===== src/rtl/addr_dec_pkg.sv =====
package addr_dec_pkg;

    localparam int ADDR_W = 24;
    localparam int LANE_W = 4;

    typedef enum logic [1:0] {
        SZ_BYTE = 2'd0,
        SZ_WORD = 2'd1,
        SZ_LONG = 2'd2,
        SZ_RSVD = 2'd3
    } acc_size_e;

    typedef struct packed {
        logic              ram;
        logic              rom;
        logic              err;
        logic [ADDR_W-1:0] off;
    } dec_res_t;

    function automatic logic [ADDR_W:0] size_bytes(input logic [1:0] sz);
        case (sz)
            SZ_BYTE: size_bytes = (ADDR_W+1)'(1);
            SZ_WORD: size_bytes = (ADDR_W+1)'(2);
            SZ_LONG: size_bytes = (ADDR_W+1)'(4);
            default: size_bytes = '0;
        endcase
    endfunction

    function automatic logic [LANE_W-1:0] lane_mask(input logic [1:0] sz,
                                                   input logic [1:0] lo);
        logic [LANE_W-1:0] m;
        case (sz)
            SZ_BYTE: m = 4'b1000;
            SZ_WORD: m = 4'b1100;
            SZ_LONG: m = 4'b1111;
            default: m = 4'b0000;
        endcase
        lane_mask = m >> lo;
    endfunction

    function automatic logic fits(input logic [ADDR_W:0] a,
                                  input logic [ADDR_W:0] n,
                                  input logic [ADDR_W:0] lo,
                                  input logic [ADDR_W:0] hi);
        fits = (a >= lo) && ((a + n) <= hi);
    endfunction

endpackage


===== src/rtl/ad_window_regs.sv =====
module ad_window_regs
    import addr_dec_pkg::*;
(
    input  logic              clk,
    input  logic              rst,
    input  logic              cfg_we,
    input  logic [1:0]        cfg_idx,
    input  logic [ADDR_W-1:0] cfg_wdata,
    output logic [ADDR_W-1:0] ro_lo,
    output logic [ADDR_W-1:0] ro_hi,
    output logic [ADDR_W-1:0] rw_lo,
    output logic [ADDR_W-1:0] rw_hi
);
    logic [ADDR_W-1:0] bound_q [4];

    always_ff @(posedge clk) begin
        if (rst) begin
            for (int i = 0; i < 4; i++) bound_q[i] <= '0;
        end else if (cfg_we) begin
            bound_q[cfg_idx] <= cfg_wdata;
        end
    end

    assign ro_lo = bound_q[0];
    assign ro_hi = bound_q[1];
    assign rw_lo = bound_q[2];
    assign rw_hi = bound_q[3];

    AST_CFG_HOLD: assert property (@(posedge clk) disable iff (rst)
        !cfg_we |=> $stable(ro_lo) && $stable(ro_hi) && $stable(rw_lo) && $stable(rw_hi))
        else $error("window bound changed without a write");
endmodule


===== src/rtl/ad_boot_overlay.sv =====
module ad_boot_overlay
    import addr_dec_pkg::*;
(
    input  logic              clk,
    input  logic              rst,
    input  logic              req_valid,
    input  logic [ADDR_W-1:0] req_addr,
    input  logic [1:0]        req_size,
    input  logic              req_write,
    output logic              boot_active,
    output logic              boot_hit
);
    logic armed_q;

    assign boot_hit = armed_q && !req_write && (req_size == SZ_LONG) &&
                      ((req_addr == ADDR_W'(0)) || (req_addr == ADDR_W'(4)));

    always_ff @(posedge clk) begin
        if (rst)
            armed_q <= 1'b1;
        else if (req_valid && boot_hit && req_addr[2])
            armed_q <= 1'b0;
    end

    assign boot_active = armed_q;

    AST_BOOT_EXIT: assert property (@(posedge clk) disable iff (rst)
        $fell(boot_active) |-> $past(req_valid && !req_write &&
                                     req_size == SZ_LONG && req_addr == ADDR_W'(4)))
        else $error("boot overlay left without the second vector fetch");
endmodule


===== src/rtl/ad_periph_match.sv =====
module ad_periph_match
    import addr_dec_pkg::*;
#(
    parameter int unsigned N_WIDE      = 2,
    parameter int unsigned WIDE_BASE   = 32'h18_0000,
    parameter int unsigned WIDE_SPAN   = 32'h8_0000,
    parameter int unsigned N_NARROW    = 8,
    parameter int unsigned NARROW_BASE = 32'h3A_0001,
    parameter int unsigned NARROW_SPAN = 32'h4000,
    localparam int         N_WIN       = N_WIDE + N_NARROW
) (
    input  logic [ADDR_W-1:0] addr,
    output logic [N_WIN-1:0]  hit,
    output logic [ADDR_W-1:0] off
);
    logic [N_WIN-1:0]  raw;
    logic [ADDR_W-1:0] offs [N_WIN];

    for (genvar g = 0; g < N_WIN; g++) begin : g_win
        localparam int unsigned BASE_I = (g < N_WIDE) ? WIDE_BASE + g * WIDE_SPAN
                                       : NARROW_BASE + (g - N_WIDE) * NARROW_SPAN;
        localparam int unsigned SPAN_I = (g < N_WIDE) ? WIDE_SPAN : NARROW_SPAN;
        localparam int unsigned END_I  = BASE_I + SPAN_I;
        localparam logic [ADDR_W:0] BASE = BASE_I[ADDR_W:0];
        localparam logic [ADDR_W:0] ENDX = END_I[ADDR_W:0];
        logic [ADDR_W-1:0] diff;
        assign raw[g] = ({1'b0, addr} >= BASE) && ({1'b0, addr} < ENDX);
        assign diff   = addr - BASE[ADDR_W-1:0];
        if (BASE_I[0]) begin : g_odd
            assign offs[g] = diff >> 1;
        end else begin : g_even
            assign offs[g] = diff;
        end
    end

    always_comb begin
        hit = '0;
        off = '0;
        for (int i = N_WIN - 1; i >= 0; i--) begin
            if (raw[i]) begin
                hit = '0;
                hit[i] = 1'b1;
                off = offs[i];
            end
        end
    end
endmodule


===== src/rtl/bus_addr_decoder.sv =====
module bus_addr_decoder
    import addr_dec_pkg::*;
#(
    parameter int unsigned RAM_BASE    = 32'h00_0000,
    parameter int unsigned ROM_BASE    = 32'h10_0000,
    parameter int unsigned ROM_BYTES   = 32'h1_0000,
    parameter int unsigned VEC_BYTES   = 32'h400,
    parameter int unsigned N_WIDE      = 2,
    parameter int unsigned WIDE_BASE   = 32'h18_0000,
    parameter int unsigned WIDE_SPAN   = 32'h8_0000,
    parameter int unsigned N_NARROW    = 8,
    parameter int unsigned NARROW_BASE = 32'h3A_0001,
    parameter int unsigned NARROW_SPAN = 32'h4000
) (
    input  logic                       clk,
    input  logic                       rst,
    input  logic                       req_valid,
    input  logic [23:0]                req_addr,
    input  logic [1:0]                 req_size,
    input  logic                       req_write,
    input  logic                       cfg_we,
    input  logic [1:0]                 cfg_idx,
    input  logic [23:0]                cfg_wdata,
    output logic                       resp_valid,
    output logic                       sel_ram,
    output logic                       sel_rom,
    output logic [N_WIDE+N_NARROW-1:0] sel_periph,
    output logic [23:0]                local_off,
    output logic [3:0]                 lanes,
    output logic                       bus_error
);
    localparam int              N_WIN  = N_WIDE + N_NARROW;
    localparam int unsigned     ROM_END_I = ROM_BASE + ROM_BYTES;
    localparam logic [ADDR_W:0] ROM_LO = ROM_BASE[ADDR_W:0];
    localparam logic [ADDR_W:0] ROM_HI = ROM_END_I[ADDR_W:0];
    localparam logic [ADDR_W:0] VEC_HI = VEC_BYTES[ADDR_W:0];

    logic [ADDR_W-1:0] ro_lo, ro_hi, rw_lo, rw_hi;
    logic              boot_active, boot_hit;
    logic [N_WIN-1:0]  per_hit;
    logic [ADDR_W-1:0] per_off;
    logic [ADDR_W:0]   a_x, n_x;
    dec_res_t          res;
    logic [N_WIN-1:0]  res_per;

    ad_window_regs i_regs (
        .clk(clk), .rst(rst), .cfg_we(cfg_we), .cfg_idx(cfg_idx), .cfg_wdata(cfg_wdata),
        .ro_lo(ro_lo), .ro_hi(ro_hi), .rw_lo(rw_lo), .rw_hi(rw_hi)
    );

    ad_boot_overlay i_boot (
        .clk(clk), .rst(rst), .req_valid(req_valid), .req_addr(req_addr),
        .req_size(req_size), .req_write(req_write),
        .boot_active(boot_active), .boot_hit(boot_hit)
    );

    ad_periph_match #(
        .N_WIDE(N_WIDE), .WIDE_BASE(WIDE_BASE), .WIDE_SPAN(WIDE_SPAN),
        .N_NARROW(N_NARROW), .NARROW_BASE(NARROW_BASE), .NARROW_SPAN(NARROW_SPAN)
    ) i_periph (
        .addr(req_addr), .hit(per_hit), .off(per_off)
    );

    assign a_x = {1'b0, req_addr};
    assign n_x = size_bytes(req_size);

    always_comb begin
        res     = '0;
        res_per = '0;
        if (req_size == SZ_RSVD) begin
            res.err = 1'b1;
        end else if (boot_active) begin
            if (boot_hit) begin
                res.rom = 1'b1;
                res.off = req_addr;
            end else begin
                res.err = 1'b1;
            end
        end else if (fits(a_x, n_x, {1'b0, ro_lo}, {1'b0, ro_hi})) begin
            res.err = req_write;
            res.ram = !req_write;
            res.off = req_addr - RAM_BASE[ADDR_W-1:0];
        end else if (fits(a_x, n_x, {1'b0, rw_lo}, {1'b0, rw_hi})) begin
            res.ram = 1'b1;
            res.off = req_addr - RAM_BASE[ADDR_W-1:0];
        end else if (fits(a_x, n_x, ROM_LO, ROM_HI)) begin
            res.err = req_write;
            res.rom = !req_write;
            res.off = req_addr - ROM_BASE[ADDR_W-1:0];
        end else if (|per_hit) begin
            res_per = per_hit;
            res.off = per_off;
        end else if ((a_x + n_x) <= VEC_HI) begin
            res.ram = 1'b1;
            res.off = req_addr;
        end else begin
            res.err = 1'b1;
        end
        if (res.err) res.off = '0;
    end

    always_ff @(posedge clk) begin
        if (rst || !req_valid) begin
            resp_valid <= 1'b0;
            sel_ram    <= 1'b0;
            sel_rom    <= 1'b0;
            sel_periph <= '0;
            local_off  <= '0;
            lanes      <= '0;
            bus_error  <= 1'b0;
        end else begin
            resp_valid <= 1'b1;
            sel_ram    <= res.ram;
            sel_rom    <= res.rom;
            sel_periph <= res_per;
            local_off  <= res.off;
            lanes      <= res.err ? 4'b0000 : lane_mask(req_size, req_addr[1:0]);
            bus_error  <= res.err;
        end
    end

    AST_SEL_ONEHOT: assert property (@(posedge clk) disable iff (rst)
        $onehot0({sel_ram, sel_rom, sel_periph, bus_error}))
        else $error("more than one select or error at once");

    AST_ERR_QUIET: assert property (@(posedge clk) disable iff (rst)
        bus_error |-> (lanes == 4'b0000) && resp_valid)
        else $error("error with lanes active");

    AST_NO_STROBE_IDLE: assert property (@(posedge clk) disable iff (rst)
        !req_valid |=> !resp_valid && !bus_error && !sel_ram && !sel_rom)
        else $error("result without a strobe");

    AST_ROM_READ_ONLY: assert property (@(posedge clk) disable iff (rst)
        sel_rom |-> !$past(req_write))
        else $error("ROM selected for a write");

    AST_BOOT_ONLY_ROM: assert property (@(posedge clk) disable iff (rst)
        req_valid && boot_active |=> bus_error || (sel_rom && (local_off == 24'd0 || local_off == 24'd4)))
        else $error("access during boot not steered to ROM vectors");
endmodule


===== config.mk =====
export PLATFORM = sky130hd
export DESIGN_NAME = bus_addr_decoder
export DESIGN_NICKNAME = d
export VERILOG_FILES = /design/src/rtl/addr_dec_pkg.sv /design/src/rtl/ad_window_regs.sv /design/src/rtl/ad_boot_overlay.sv /design/src/rtl/ad_periph_match.sv /design/src/rtl/bus_addr_decoder.sv
export SDC_FILE = /design/constraint.sdc
export NUM_CORES = 1
export LEC_CHECK = 0
export CORE_MARGIN = 2
export CORE_UTILIZATION = 45
export CTS_BUF_LIST = sky130_fd_sc_hd__clkbuf_4 sky130_fd_sc_hd__clkbuf_8
export DETAILED_ROUTE_END_ITERATION = 7
export PLACE_DENSITY_LB_ADDON = 0.15
export REMOVE_ABC_BUFFERS = 1
export SLEW_MARGIN = 10
export SYNTH_ARGS = -nofsm -noshare
export SYNTH_HDL_FRONTEND = slang
export SYNTH_HIERARCHICAL = 1
export SYNTH_SLANG_ARGS = --single-unit

===== constraint.sdc =====
create_clock -name clk -period 6.3 [get_ports clk]
set_input_delay 0.945 -clock clk [delete_from_list [all_inputs] [get_ports clk]]
set_output_delay 0.945 -clock clk [all_outputs]
set_load 0.05 [all_outputs]

==> flow_summary.ini <==
[critical_path]
cp-start-kind = input pin
cp.arrival_ns = 5.88
path_max_fanout = 20
r2r-start = i_regs/bound_q[0][2]
crit_path_end = local_off[13]
rrSetupSlack_ns = 2.54
critPathLaunch = req_size[0]
worstSetupPathType = in -> reg
rr_worst_depth = 14
r2r-end = local_off[13]
critPathRequiredTime_ns = 6.62
endpoint_kind = flip-flop

[detailed_routing]
vias = 9242
drtAntennaViolNets = 0
drt_iter0_drc = 612
drtPass1Iterations = 5
via_per_inst = 5.63
drt_wl_total_um = 30500
drc = 0
wl_per_cell_um = 18.6

[hold_path]
hold_class = reg -> reg

[place]
place_area_um2 = 12200
hpwl_um = 22700
dp_slack_ns = 0.338
gp_congestion = 0.932
portBuffers = 98

[synth]
synth_edf_count = 96
synth_cells = 1196
ys.flop_type = edfxtp_1
synth_area_per_cell_um2 = 8.99
async_flop_share = 0
ys_warn_count = 6
ys_ff_latch = 139
ys_types = 95
ys_seq_area_frac = 0.348
synth_area_um2 = 10700

[global_routing]
grt_pass1_vias = 9019
top_usage_layer = met2
grt_util_met2 = 0.424
track_usage = 0.251
grt.overflow.total = 0
grt_first_pass_wirelength_um = 48200
met1_usage = 0.325
grt_util_met3 = 0.0332
antenna_found_initial = 0
grt_max_degree = 32

[final_layout]
area_growth_pct = 18.1
fillerInstances = 2182
n_antenna_cell = 0
nets = 1473
postLayoutCellArea_um2 = 12700
layout-drive-gt1-share = 0.0900

[timing]
tightest_slew_ns = 0.844
setup_ws_ns = 0.741
final.min_clock_period_ns = 5.56
hold_violations = 0
hold_ws_ns = 0.636
fin_skew_ns = 0.0195
max_freq_mhz = 180
drv_slew = 0
fin_crit_sh = 0.882
setup_viol_count_final = 0
slew_headroom = 0.437
fin_setup_tns_ns = 0
rsz0062_at_grt = false

[clock_tree]
insertion_delay_ns = 0.47
h-tree-depth = 4
cts_hold_buf = 0
clockBufferDepth = 2
cts.reportedPaths.clkPinSlew_ns = 0.08
cts.sinks = 139
post_cts_resized = 0
clockRootBuffer = clkbuf_8
postCtsSetupBuffers = 0
cts_made_buffers = 17
tritoncts = yes

[floorplan]
die_area_um2 = 25100
die_w_um = 159
fp.dieH_um = 159
num_rows = 56
ios = 99
coreArea_um2 = 23500
start_util = 0.458

[power_and_ir_drop]
swShare = 0.291
clock_power_share = 0.365
irDropWorstVdd_v = 0.000118
p_per_area_nw_per_um2 = 189
intPower_mw = 1.70
power_switching_mw = 0.697
p_comb_frac = 0.201
p_seq_frac = 0.434
power.total_mw = 2.40
leakage_nw = 5.12

[job]
cap_violations = 0

[status]
outcome = finished, final reports clean
## cells in the final DEF, fill, tap and decap left out, types with 7 or more instances in the layout
| cell | instances |
|---|---|
| xnor2_1 | 22 |
| clkbuf_8 | 17 |
| a31oi_1 | 7 |
| nor2_1 | 102 |
| nor4_1 | 24 |
| and4_1 | 8 |
| a21o_1 | 21 |
| or3_1 | 7 |
| a32oi_1 | 22 |
| nand3_1 | 24 |
| xor2_1 | 10 |
| ha_1 | 106 |
| and3_1 | 10 |
| nand4_1 | 25 |
| nand2_1 | 85 |
| nor2b_1 | 14 |
| a211oi_1 | 19 |
| nand2b_1 | 17 |
| buf_4 | 50 |
| inv_1 | 126 |
| dfxtp_1 | 43 |
| nor3_1 | 23 |
| and2_1 | 95 |
| edfxtp_1 | 96 |
| o211ai_1 | 9 |
| a21oi_1 | 41 |
| o21ai_1 | 7 |
| o21ai_0 | 39 |
| clkdlybuf4s50_1 | 98 |
## metrics by stage
stage	std cells	utilization
after floorplan	1140	-
after global placement	1608	0.520
after detailed placement	1609	0.521
after CTS	1641	0.541
after global routing	1641	0.541
final	1641	0.541
## synth_stat cells, types with 21 or more instances
| master | count | area [um2] |
|---|---|---|
| inv_1 | 126 | 473 |
| dfxtp_1 | 43 | 861 |
| nand4_1 | 25 | 156 |
| a21o_1 | 21 | 158 |
| nor3_1 | 23 | 115 |
| and2_1 | 95 | 594 |
| nor4_1 | 25 | 156 |
| edfxtp_1 | 96 | 2880 |
| a21oi_1 | 41 | 205 |
| o21ai_0 | 39 | 195 |
| xnor2_1 | 22 | 193 |
| nand2_1 | 85 | 319 |
| nor2_1 | 102 | 383 |
| ha_1 | 106 | 1330 |
| nand3_1 | 24 | 120 |
| a32oi_1 | 22 | 193 |
## kinds of logic (layout without fill, tap and decap cells)
logic type,after synthesis,in the layout,share of synthesized area
and+or+nand+nor,480,480,0.248
xor gates and xnor gates,35,35,0.0324
DFF,139,139,0.348
AOI/OAI and AO/OA,244,244,0.165
buffers and inverters,183,309,0.0743
muxes,7,7,0.00664
adders and majority gates,108,108,0.126
## state kept, by name, summed over array words and instances (netlist names)
name                count
resp_valid              1
lanes                   4
local_off              24
sel_ram                 1
bus_error               1
i_regs/bound_q         96
sel_periph             10
i_boot/boot_active      1
sel_rom                 1
## layout make-up
type	count	area (um2)	share of cell area
clock buffer	17	234	0.0184
inverter	127	477	0.0375
clock inverter	15	236	0.0186
sequential	139	3740	0.295
timing repair buffer	150	1390	0.109
multi-input combinational	874	6220	0.490
tap	319	399	0.0314
## worst max-delay path, stage by stage
cell	delay [ns]
clkdlybuf4s50_1	0.54
inv_1	0.10
ha_1	0.24
ha_1	0.36
nor2_1	0.14
or3_1	0.50
nor3b_2	0.32
nand3_1	0.13
xnor2_1	0.16
ha_1	0.30
and3_1	0.18
and3_1	0.21
nand2_1	0.09
nor2_1	0.14
o2111ai_1	0.12
o21ai_0	0.17
a2bb2oi_1	0.09
buf_4	0.17
or4b_1	0.53
buf_12	0.19
a32oi_1	0.20
nor2_1	0.06
## how the worst min path moves through the flow
stage,slack (ns),to,depth (start not counted),startpoint
after floorplan,0.55,sel_rom,2,i_boot/boot_active
after global placement,0.62,sel_rom,2,i_boot/boot_active
after detailed placement,0.62,i_boot/boot_active,1,i_boot/boot_active
after CTS,0.63,i_boot/boot_active,1,i_boot/boot_active
after global routing,0.67,i_boot/boot_active,1,i_boot/boot_active
final,0.64,i_boot/boot_active,1,i_boot/boot_active
## metal layers
layer	up-vias	routed length, um	share of wire
li1	4543	-	-
met4	0	986	0.032
met3	58	1450	0.047
met5	-	0	0
met2	280	14500	0.48
met1	4361	13500	0.44
## power groups by stage
stage / sequential (mW) / combinational, mW / clock (mW)
2_1_floorplan: 1.06 / 0.266 / 0
3_3_place_gp: 1.06 / 0.468 / 0
3_5_place_dp: 1.06 / 0.475 / 0
4_1_cts: 1.04 / 0.479 / 0.889
5_1_grt: 1.05 / 0.537 / 0.927
6_report: 1.04 / 0.481 / 0.874
(Power assumes the default switching activity.)
